==> config.mk <==
export PLATFORM = sky130hd
export DESIGN_NAME = wdt_timebase
export DESIGN_NICKNAME = d
export VERILOG_FILES = /design/src/rtl/wdt_timebase_pkg.sv /design/src/rtl/wdt_tick_div.sv /design/src/rtl/wdt_cal_meter.sv /design/src/rtl/wdt_regs.sv /design/src/rtl/wdt_timebase.sv
export SDC_FILE = /design/constraint.sdc
export NUM_CORES = 1
export LEC_CHECK = 0
export ABC_AREA = 1
export BUFFER_PORTS_ARGS = -buffer_cell sky130_fd_sc_hd__buf_4
export CORE_ASPECT_RATIO = 0.8
export CORE_UTILIZATION = 23
export CTS_BUF_LIST = sky130_fd_sc_hd__clkbuf_16
export CTS_CLUSTER_DIAMETER = 150
export CTS_CLUSTER_SIZE = 24
export DETAILED_ROUTE_END_ITERATION = 16
export PLACE_DENSITY = 0.48
export SLEW_MARGIN = 20
export SYNTH_ARGS = -nofsm -noshare
export SYNTH_HDL_FRONTEND = slang
export SYNTH_SLANG_ARGS = --single-unit
==> constraint.sdc <==
create_clock -name clk_i -period 4.9 [get_ports clk_i]
set_input_delay 1.225 -clock clk_i [delete_from_list [all_inputs] [get_ports clk_i]]
set_output_delay 1.225 -clock clk_i [all_outputs]
set_load 0.02 [all_outputs]
==> src/rtl/wdt_timebase_pkg.sv <==
package wdt_timebase_pkg;
  localparam int unsigned AW = 8;
  localparam logic [AW-1:0] IDX_DIV_HI = 8'h29;
  localparam logic [AW-1:0] IDX_DIV_LO = 8'h2A;
  localparam logic [AW-1:0] IDX_CNT_HI = 8'h2B;

  typedef enum logic [1:0] {
    MEAS_IDLE = 2'd0,
    MEAS_ARM  = 2'd1,
    MEAS_RUN  = 2'd2
  } meas_state_e;
endpackage

==> src/rtl/wdt_tick_div.sv <==
module wdt_tick_div #(
  parameter int unsigned DIV_W = 12,
  parameter logic [DIV_W-1:0] DIV_RST = 12'h3E7
) (
  input  logic             clk_i,
  input  logic             rst_ni,
  input  logic             en_i,
  input  logic [DIV_W-1:0] div_i,
  output logic             tick_o
);
  logic [DIV_W-1:0] cnt_q, act_q;
  logic             tick_q;
  logic             wrap;

  assign wrap = (cnt_q == act_q);

  always_ff @(posedge clk_i or negedge rst_ni) begin
    if (!rst_ni) begin
      cnt_q  <= '0;
      act_q  <= DIV_RST;
      tick_q <= 1'b0;
    end else if (en_i) begin
      tick_q <= wrap;
      if (wrap) begin
        cnt_q <= '0;
        act_q <= div_i;  // new divisor only at a wrap
      end else begin
        cnt_q <= cnt_q + 1'b1;
      end
    end
  end

  assign tick_o = tick_q;
endmodule

==> src/rtl/wdt_cal_meter.sv <==
module wdt_cal_meter
  import wdt_timebase_pkg::*;
#(
  parameter int unsigned CNT_W   = 16,
  parameter int unsigned PERIODS = 10
) (
  input  logic             clk_i,
  input  logic             rst_ni,
  input  logic             start_i,
  input  logic             osc_en_i,
  output logic             busy_o,
  output logic [CNT_W-1:0] cnt_o
);
  localparam int unsigned EW = $clog2(PERIODS + 1);
  localparam logic [EW-1:0] LAST_EDGE = EW'(PERIODS - 1);

  meas_state_e      st_q;
  logic [CNT_W-1:0] cnt_q;
  logic [EW-1:0]    edge_q;

  always_ff @(posedge clk_i or negedge rst_ni) begin
    if (!rst_ni) begin
      st_q   <= MEAS_IDLE;
      cnt_q  <= '0;
      edge_q <= '0;
    end else begin
      case (st_q)
        MEAS_IDLE: if (start_i) begin
          st_q   <= MEAS_ARM;
          cnt_q  <= '0;
          edge_q <= '0;
        end
        MEAS_ARM: if (osc_en_i) st_q <= MEAS_RUN;  // align to an oscillator edge
        MEAS_RUN: begin
          if (cnt_q != '1) cnt_q <= cnt_q + 1'b1;
          if (osc_en_i) begin
            if (edge_q == LAST_EDGE) st_q <= MEAS_IDLE;
            else edge_q <= edge_q + 1'b1;
          end
        end
        default: st_q <= MEAS_IDLE;
      endcase
    end
  end

  assign busy_o = (st_q != MEAS_IDLE);
  assign cnt_o  = cnt_q;
endmodule

==> src/rtl/wdt_regs.sv <==
module wdt_regs
  import wdt_timebase_pkg::*;
#(
  parameter int unsigned DW    = 8,
  parameter int unsigned DIV_W = 12,
  parameter int unsigned CNT_W = 16,
  parameter logic [DIV_W-1:0] DIV_RST = 12'h3E7
) (
  input  logic             clk_i,
  input  logic             rst_ni,
  input  logic             prog_en_i,
  input  logic             we_i,
  input  logic [AW-1:0]    addr_i,
  input  logic [DW-1:0]    wdata_i,
  input  logic             busy_i,
  input  logic [CNT_W-1:0] cnt_i,
  output logic [DIV_W-1:0] div_o,
  output logic             start_o,
  output logic [DW-1:0]    rdata_o
);
  localparam int unsigned HI_W = DIV_W - DW;

  logic [DIV_W-1:0] div_q;
  logic             view_q;
  logic             wr_hi, wr_lo;

  assign wr_hi   = prog_en_i && we_i && (addr_i == IDX_DIV_HI);
  assign wr_lo   = prog_en_i && we_i && (addr_i == IDX_DIV_LO);
  assign start_o = wr_hi && wdata_i[DW-1] && !busy_i;

  always_ff @(posedge clk_i or negedge rst_ni) begin
    if (!rst_ni) begin
      div_q  <= DIV_RST;
      view_q <= 1'b0;
    end else begin
      if (wr_hi) div_q[DIV_W-1:DW] <= wdata_i[HI_W-1:0];
      if (wr_lo) div_q[DW-1:0]     <= wdata_i;
      if (start_o)    view_q <= 1'b1;
      else if (wr_lo) view_q <= 1'b0;
    end
  end

  always_comb begin
    rdata_o = '0;
    if (prog_en_i) begin
      case (addr_i)
        IDX_DIV_HI: rdata_o = {{(DW-HI_W){1'b0}}, div_q[DIV_W-1:DW]};
        IDX_DIV_LO: rdata_o = view_q ? cnt_i[DW-1:0] : div_q[DW-1:0];
        IDX_CNT_HI: rdata_o = cnt_i[CNT_W-1:DW];
        default:    rdata_o = '0;
      endcase
    end
  end

  assign div_o = div_q;
endmodule

==> src/rtl/wdt_timebase.sv <==
module wdt_timebase
  import wdt_timebase_pkg::*;
#(
  parameter int unsigned DW      = 8,
  parameter int unsigned DIV_W   = 12,
  parameter int unsigned CNT_W   = 16,
  parameter int unsigned PERIODS = 10,
  parameter logic [DIV_W-1:0] DIV_RST = 12'h3E7
) (
  input  logic          clk_i,
  input  logic          rst_ni,
  input  logic          prog_en_i,
  input  logic          we_i,
  input  logic [AW-1:0] addr_i,
  input  logic [DW-1:0] wdata_i,
  output logic [DW-1:0] rdata_o,
  input  logic          en_500k_i,
  input  logic          en_10k_i,
  output logic          tick_o
);
  logic [DIV_W-1:0] div_q;
  logic [CNT_W-1:0] meas_cnt;
  logic             busy, start;

  wdt_regs #(.DW(DW), .DIV_W(DIV_W), .CNT_W(CNT_W), .DIV_RST(DIV_RST)) u_regs (
    .clk_i, .rst_ni, .prog_en_i, .we_i, .addr_i, .wdata_i,
    .busy_i(busy), .cnt_i(meas_cnt), .div_o(div_q), .start_o(start), .rdata_o
  );

  wdt_cal_meter #(.CNT_W(CNT_W), .PERIODS(PERIODS)) u_meter (
    .clk_i, .rst_ni, .start_i(start), .osc_en_i(en_500k_i),
    .busy_o(busy), .cnt_o(meas_cnt)
  );

  wdt_tick_div #(.DIV_W(DIV_W), .DIV_RST(DIV_RST)) u_div (
    .clk_i, .rst_ni, .en_i(en_10k_i), .div_i(div_q), .tick_o
  );
endmodule

==> results of run 1 <==
[sequential cells by signal (all words and copies together), names as in the netlist]
signal / cells
u_meter.st_q: 2
u_div.tick_o: 1
u_regs.div_o: 12
u_regs.view_q: 1
u_meter.edge_q: 4
u_div.act_q: 12
u_div.cnt_q: 12
u_meter.cnt_o: 16
[stage by stage]
stage                     hold WS (ns)  total power (uW)
after global routing            0.5004              1864
final                           0.4770              1736
after floorplan                 0.4486              1054
after CTS                       0.4806              1753
after detailed placement        0.4732              1195
after global placement          0.4674              1179
[worst min path at each step]
stage	start	to	slack, ns	cells after the start
after floorplan	u_regs.div_o[0]	u_regs.div_o[0]	0.45	2
after global placement	u_regs.div_o[2]	u_regs.div_o[2]	0.47	2
after detailed placement	u_regs.div_o[2]	u_regs.div_o[2]	0.47	2
after CTS	u_div.act_q[6]	u_div.act_q[6]	0.48	2
after global routing	u_regs.div_o[6]	u_regs.div_o[6]	0.50	2
final	u_div.act_q[7]	u_div.act_q[7]	0.48	2
[per-layer routing]
layer	vias up	share of wire	track usage
met5	-	0	0
met4	0	0.0070	0.04113
met3	6	0.058	0.02521
met2	57	0.42	0.1896
met1	1599	0.52	0.1886
li1	1741	-	-
[synthesized netlist by cell type, drive strengths merged, types with 3 or more instances]
| master | n |
|---|---|
| o21ai | 20 |
| nand2 | 242 |
| buf | 5 |
| dfstp | 16 |
| inv | 61 |
| xnor2 | 5 |
| xor2 | 8 |
| or2 | 5 |
| dfrtp | 44 |
| ha | 4 |
| a21oi | 6 |
| nand3 | 33 |
| nor3 | 4 |
| nor2 | 55 |
| nand4 | 19 |
| clkbuf | 3 |
[critical path: stages]
cell	delay (ns)
buf_4	0.10
inv_1	0.04
nand2_1	0.08
nor2_4	0.21
nand2_1	0.22
inv_1	0.14
nand2_1	0.06
o21ai_0	0.09
nor2_1	0.06
nor2_1	0.13
buf_4	0.17
[power by group through the flow]
stage	sequential [uW]	combinational [uW]	clock (uW)
after floorplan	693	362	0
after global placement	735	444	0
after detailed placement	739	456	0
after CTS	733	459	561
after global routing	750	528	585
final	734	454	548
[final cells by class]
type | count | area [um^2] | share of cell area
Timing Repair Buffer | 30 | 225.2 | 0.05122
Inverter | 62 | 232.7 | 0.05293
Clock buffer | 9 | 225.2 | 0.05122
Multi-Input combinational cell | 407 | 1894 | 0.4308
Sequential cell | 60 | 1521 | 0.3460
Tap cell | 215 | 269.0 | 0.06118
Clock inverter | 7 | 28.78 | 0.006545
[kinds of logic (layout without fill, tap and decap cells)]
| logic type | Yosys count | in the layout | share of synthesized area |
|---|---|---|---|
| compound gates | 31 | 31 | 0.04565 |
| fa+ha+maj | 4 | 4 | 0.01353 |
| xor+xnor | 13 | 13 | 0.03077 |
| flops | 60 | 60 | 0.4112 |
| simple gates | 359 | 359 | 0.4221 |
| buf+inv | 70 | 108 | 0.07676 |
==> impl_metrics.py, run 1 <==
metrics = {
    "outcome": {
        "status": "finished clean",
    },
    "logic_synthesis": {
        "synthArstFlopShare": 1.000,
        "yosys.area.top_type": "dfrtp_1",
        "synth_area_um2": 3700,
        "syn_avg_cell_area_um2": 6.890,
        "seq_area_frac_synth": 0.4112,
        "synthCells": 537,
        "ys.flop_type": "dfrtp_1",
        "synth_top_area_share": 0.2976,
        "synth.top_cells.by_area": "dfrtp_1 (30%), nand2_1 (24%), dfstp_2 (11%), inv_1 (6.0%), nor2_1 (4.6%)",
        "synth_fp_nets": 563,
        "yosysUniqueCellTypes": 34,
        "synth_edf_count": 0,
        "synth.ff_latch_count": 60,
        "ys_warn_count": 0,
    },
    "sta": {
        "slew_violations": 0,
        "finalSetupTns_ns": 0,
        "worst_slew_pin_slew_ns": 0.7899,
        "relSlewSlack": 0.4734,
        "rsz0062_at_grt": "no",
        "min_period_ns": 3.753,
        "hold_viol_final": 0,
        "max_freq_ghz": 0.2665,
        "fin_crit_sh": 0.7659,
        "fin_ws_ns": 1.147,
        "finClkSkew_ns": 0.008529,
        "final-setup-viol-count": 0,
    },
    "cts": {
        "cts_setup_buffers": 0,
        "clock_path_buffers": 2,
        "cts.sinks": 60,
        "root_buffer": "clkbuf_16",
        "insertion_delay_ns": 0.32,
        "postCtsResizedCells": 0,
        "tritoncts": "built",
        "cts_buffers": 9,
        "cts_htree_levels": 3,
        "holdBufCountCts": 0,
        "path_clk_slew_ns": 0.05,
    },
    "power_and_ir_drop": {
        "switching_share": 0.3697,
        "p_seq_frac": 0.423,
        "p_int_uw": 1094,
        "p_leak_uw": 0.002173,
        "pwr-share-comb": 0.261,
        "p_switching_uw": 641.7,
        "clock_power_share": 0.316,
        "vdd_drop_max_mv": 0.1384,
        "power_density_nw_per_um2": 394.8,
    },
    "floorplanning": {
        "dieArea_um2": 16600,
        "start_util": 0.2349,
        "fp-row-count": 41,
        "ioPinCount": 31,
        "coreArea_um2": 15750,
        "die_h_um": 115.4,
        "chipWidth_um": 143.8,
    },
    "drt": {
        "wire_per_inst_um": 12.32,
        "dr.pass1.iters": 4,
        "vias": 3403,
        "ant_nets": 0,
        "drtIter0Drc": 226,
        "drt_wl_total_um": 9734,
        "drc_errors": 0,
        "avgViaCountPerCell": 4.308,
    },
    "cells_and_area": {
        "design_area_um2": 4397,
        "fin_util": 0.2792,
        "layout-drive-gt1-share": 0.1409,
        "antennaDiodeCount": 0,
        "nNetsFinal": 596,
        "final_common_cell": "nand2_1",
        "n_fill_cell": 1718,
        "synthToLayoutAreaGrowth_pct": 18.84,
        "final_cell_mix": "nand2_1 (236), inv_1 (63), nor2_1 (45)",
        "final_cell_count_no_fill": 790,
    },
    "critical_path": {
        "startpoint_type": "input pin",
        "r2r_slack_ns": 3.02,
        "r2r_cells": 8,
        "worstSetupEndpointType": "primary output",
        "critical_path_class": "in2out",
        "worstSetupEndpoint": "rdata_o[2]",
        "timing.rr.end": "u_div.act_q[9]",
        "cp.required_ns": 3.67,
        "r2r-start": "u_div.act_q[0]",
        "crit_start": "addr_i[4]",
        "arrival_ns": 2.53,
        "path_max_fanout": 8,
    },
    "placed_design": {
        "dp_slack_ns": 1.140,
        "dp.cells": 774,
        "io_buffers": 30,
        "place_area_um2": 4143,
        "gp_congestion": 0.8755,
        "hpwlAfterDp_um": 7430,
    },
    "global_routing": {
        "grt_pass1_wl_um": 16640,
        "antenna_found_initial": 0,
        "grt_pass1_vias": 3345,
        "grt_max_degree": 61,
        "grt_usage": 0.1289,
        "grt_overflow": 0,
    },
    "worst_hold_path": {
        "hold_class": "reg2reg",
    },
    "run": {
        "maxCapViolations": 0,
    },
}
No activity file was read; power rests on OpenSTA's default activity.
==> run 2, diff against run 1 <==
PLACE_DENSITY = 0.49   (was 0.48)
clock period = 3.4 ns   (was 4.9 ns; I/O delays follow)
==> run 2 against run 1 <==
  * Utilization is essentially flat
  * Cell count is the same
  * Clock power rose by 43%
  * Register-to-register slack worse by 1.6 ns
  * Combinational power increased by 44%
  * Non-clock buffer count unchanged
  * Via count decreased by 0.50%
  * Critical endpoint unchanged
==> impl_metrics.py, run 2 (synthesis gave the netlist of run 1 again) <==
metrics = {
    "outcome": {
        "status": "finished clean",
    },
    "global_routing": {
        "grt_usage": 0.1280,
        "grt_overflow": 0,
        "grt_pass1_vias": 3356,
        "grt_pass1_wl_um": 16300,
        "antenna_found_initial": 0,
        "grt_max_degree": 61,
    },
    "worst_hold_path": {
        "holdPathStages": 2,
        "whs_endpoint": "u_div.act_q[7]",
        "hold_class": "reg2reg",
        "min_from": "u_div.act_q[7]",
    },
    "run": {
        "maxCapViolations": 0,
    },
    "critical_path": {
        "worst_path_largest_cell_delay_ns": 0.23,
        "cp_common_cell": "nand2_1",
        "arrival_ns": 2.16,
        "slowest_stage": "nand2_1",
        "r2r_cells": 8,
        "startpoint_type": "input pin",
        "critical_path_class": "in2out",
        "crit_chain": "buf_4 > inv_1 > nand2_1 > nor2_4 > nand2_1 > inv_1 > nand2_1 > o21ai_0 > nor2_1 > nor2_1 > buf_4",
        "r2r_slack_ns": 1.46,
        "critPathTopFamily": "simple AND/OR/NAND/NOR gates",
        "path_max_fanout": 8,
        "r2r-start": "u_div.act_q[0]",
        "timing.rr.end": "u_div.act_q[9]",
        "cp.required_ns": 2.55,
        "worstSetupEndpointType": "primary output",
        "critPathBufInv": 4,
    },
    "cts": {
        "postCtsResizedCells": 0,
        "cts_buffers": 9,
        "cts_setup_buffers": 0,
        "cts_htree_levels": 3,
        "root_buffer": "clkbuf_16",
        "clock_path_buffers": 2,
        "holdBufCountCts": 0,
        "cts.sinks": 60,
        "path_clk_slew_ns": 0.05,
        "tritoncts": "built",
        "insertion_delay_ns": 0.33,
    },
    "drt": {
        "drtIter0Drc": 214,
        "drt_wl_total_um": 9658,
        "dr.pass1.iters": 4,
        "ant_nets": 0,
        "drc_errors": 0,
        "wire_per_inst_um": 12.23,
        "vias": 3386,
        "avgViaCountPerCell": 4.286,
    },
    "sta": {
        "slew_violations": 0,
        "finalSetupTns_ns": 0,
        "rsz0062_at_grt": "no",
        "worst_slew_pin_slew_ns": 0.8388,
        "fin_crit_sh": 0.8863,
        "max_freq_ghz": 0.3318,
        "relSlewSlack": 0.4387,
        "hold_viol_final": 0,
        "min_period_ns": 3.014,
        "finClkSkew_ns": 0.008655,
        "final-setup-viol-count": 0,
    },
    "power_and_ir_drop": {
        "clock_power_share": 0.314,
        "p_switching_uw": 911.9,
        "pwr-share-comb": 0.263,
        "p_leak_uw": 0.002167,
        "vdd_drop_max_mv": 0.2221,
        "switching_share": 0.3669,
        "power_density_nw_per_um2": 565.5,
        "power.total_uw": 2486,
        "p_seq_frac": 0.423,
        "p_int_uw": 1574,
    },
    "cells_and_area": {
        "seqCellArea_um2": 1521,
        "fin_util": 0.2791,
        "final_cell_mix": "nand2_1 (236), inv_1 (62), nor2_1 (45)",
        "layout-drive-gt1-share": 0.1391,
        "synthToLayoutAreaGrowth_pct": 18.80,
        "antennaDiodeCount": 0,
        "final_cell_count_no_fill": 790,
        "nNetsFinal": 596,
        "final_common_cell": "nand2_1",
        "largest_register_ffs": 16,
        "multi_input_area_um2": 1894,
        "n_fill_cell": 1735,
    },
    "floorplanning": {
        "coreArea_um2": 15750,
        "die_h_um": 115.4,
        "chipWidth_um": 143.8,
        "dieArea_um2": 16600,
        "ioPinCount": 31,
        "start_util": 0.2349,
        "fp-row-count": 41,
    },
    "placed_design": {
        "dp.cells": 774,
        "hpwlAfterDp_um": 7341,
        "io_buffers": 30,
        "gp_congestion": 0.8834,
    },
}
## run 2: layout make-up
cell class,instances,area share
Clock buffer,9,0.05124
Clock inverter,7,0.006262
Inverter,62,0.05295
Multi-Input combinational cell,407,0.4310
Sequential cell,60,0.3461
Tap cell,215,0.06120
Timing Repair Buffer,30,0.05124
## run 2: worst max-delay path by stage
| stage | startpoint | cells after the start | endpoint | slack (ns) |
|---|---|---|---|---|
| 2_1_floorplan | addr_i[4] | 9 | rdata_o[2] | 0.70 |
| 3_3_place_gp | addr_i[4] | 11 | rdata_o[2] | 0.46 |
| 3_5_place_dp | addr_i[4] | 11 | rdata_o[2] | 0.40 |
| 4_1_cts | addr_i[4] | 11 | rdata_o[2] | 0.38 |
| 5_1_grt | addr_i[4] | 11 | rdata_o[2] | 0.22 |
| 6_report | addr_i[4] | 11 | rdata_o[2] | 0.39 |
## run 2: worst min-delay path, delay by kind of cell (launching register included)
family | cells | cell delay [ns]
and+or+nand+nor | 2 | 0.10
DFF | 1 | 0.37
## run 2: stage by stage
stage / worst slack, ns / hold slack [ns] / area (um^2)
floorplan: 0.6971 / 0.4486 / 3700
global placement: 0.4630 / 0.4683 / 4143
CTS: 0.3845 / 0.4760 / 4395
global route: 0.2177 / 0.4964 / 4395
finish: 0.3865 / 0.4748 / 4395
detailed placement: 0.3984 / 0.4677 / 4143
## run 2: layer usage
metal / vias up / wire length, um / global-route usage
met5: - / 0 / 0
met4: 0 / 92 / 0.05745
met3: 5 / 553 / 0.03058
met2: 56 / 4054 / 0.1854
met1: 1586 / 4958 / 0.1801
li1: 1739 / - / -
## run 2: power groups by stage
stage	Clock [uW]	Sequential (uW)	Combinational, uW
2_1_floorplan	0	998	521
3_3_place_gp	0	1060	639
3_5_place_dp	0	1060	655
4_1_cts	802	1050	658
5_1_grt	836	1090	765
6_report	781	1050	653
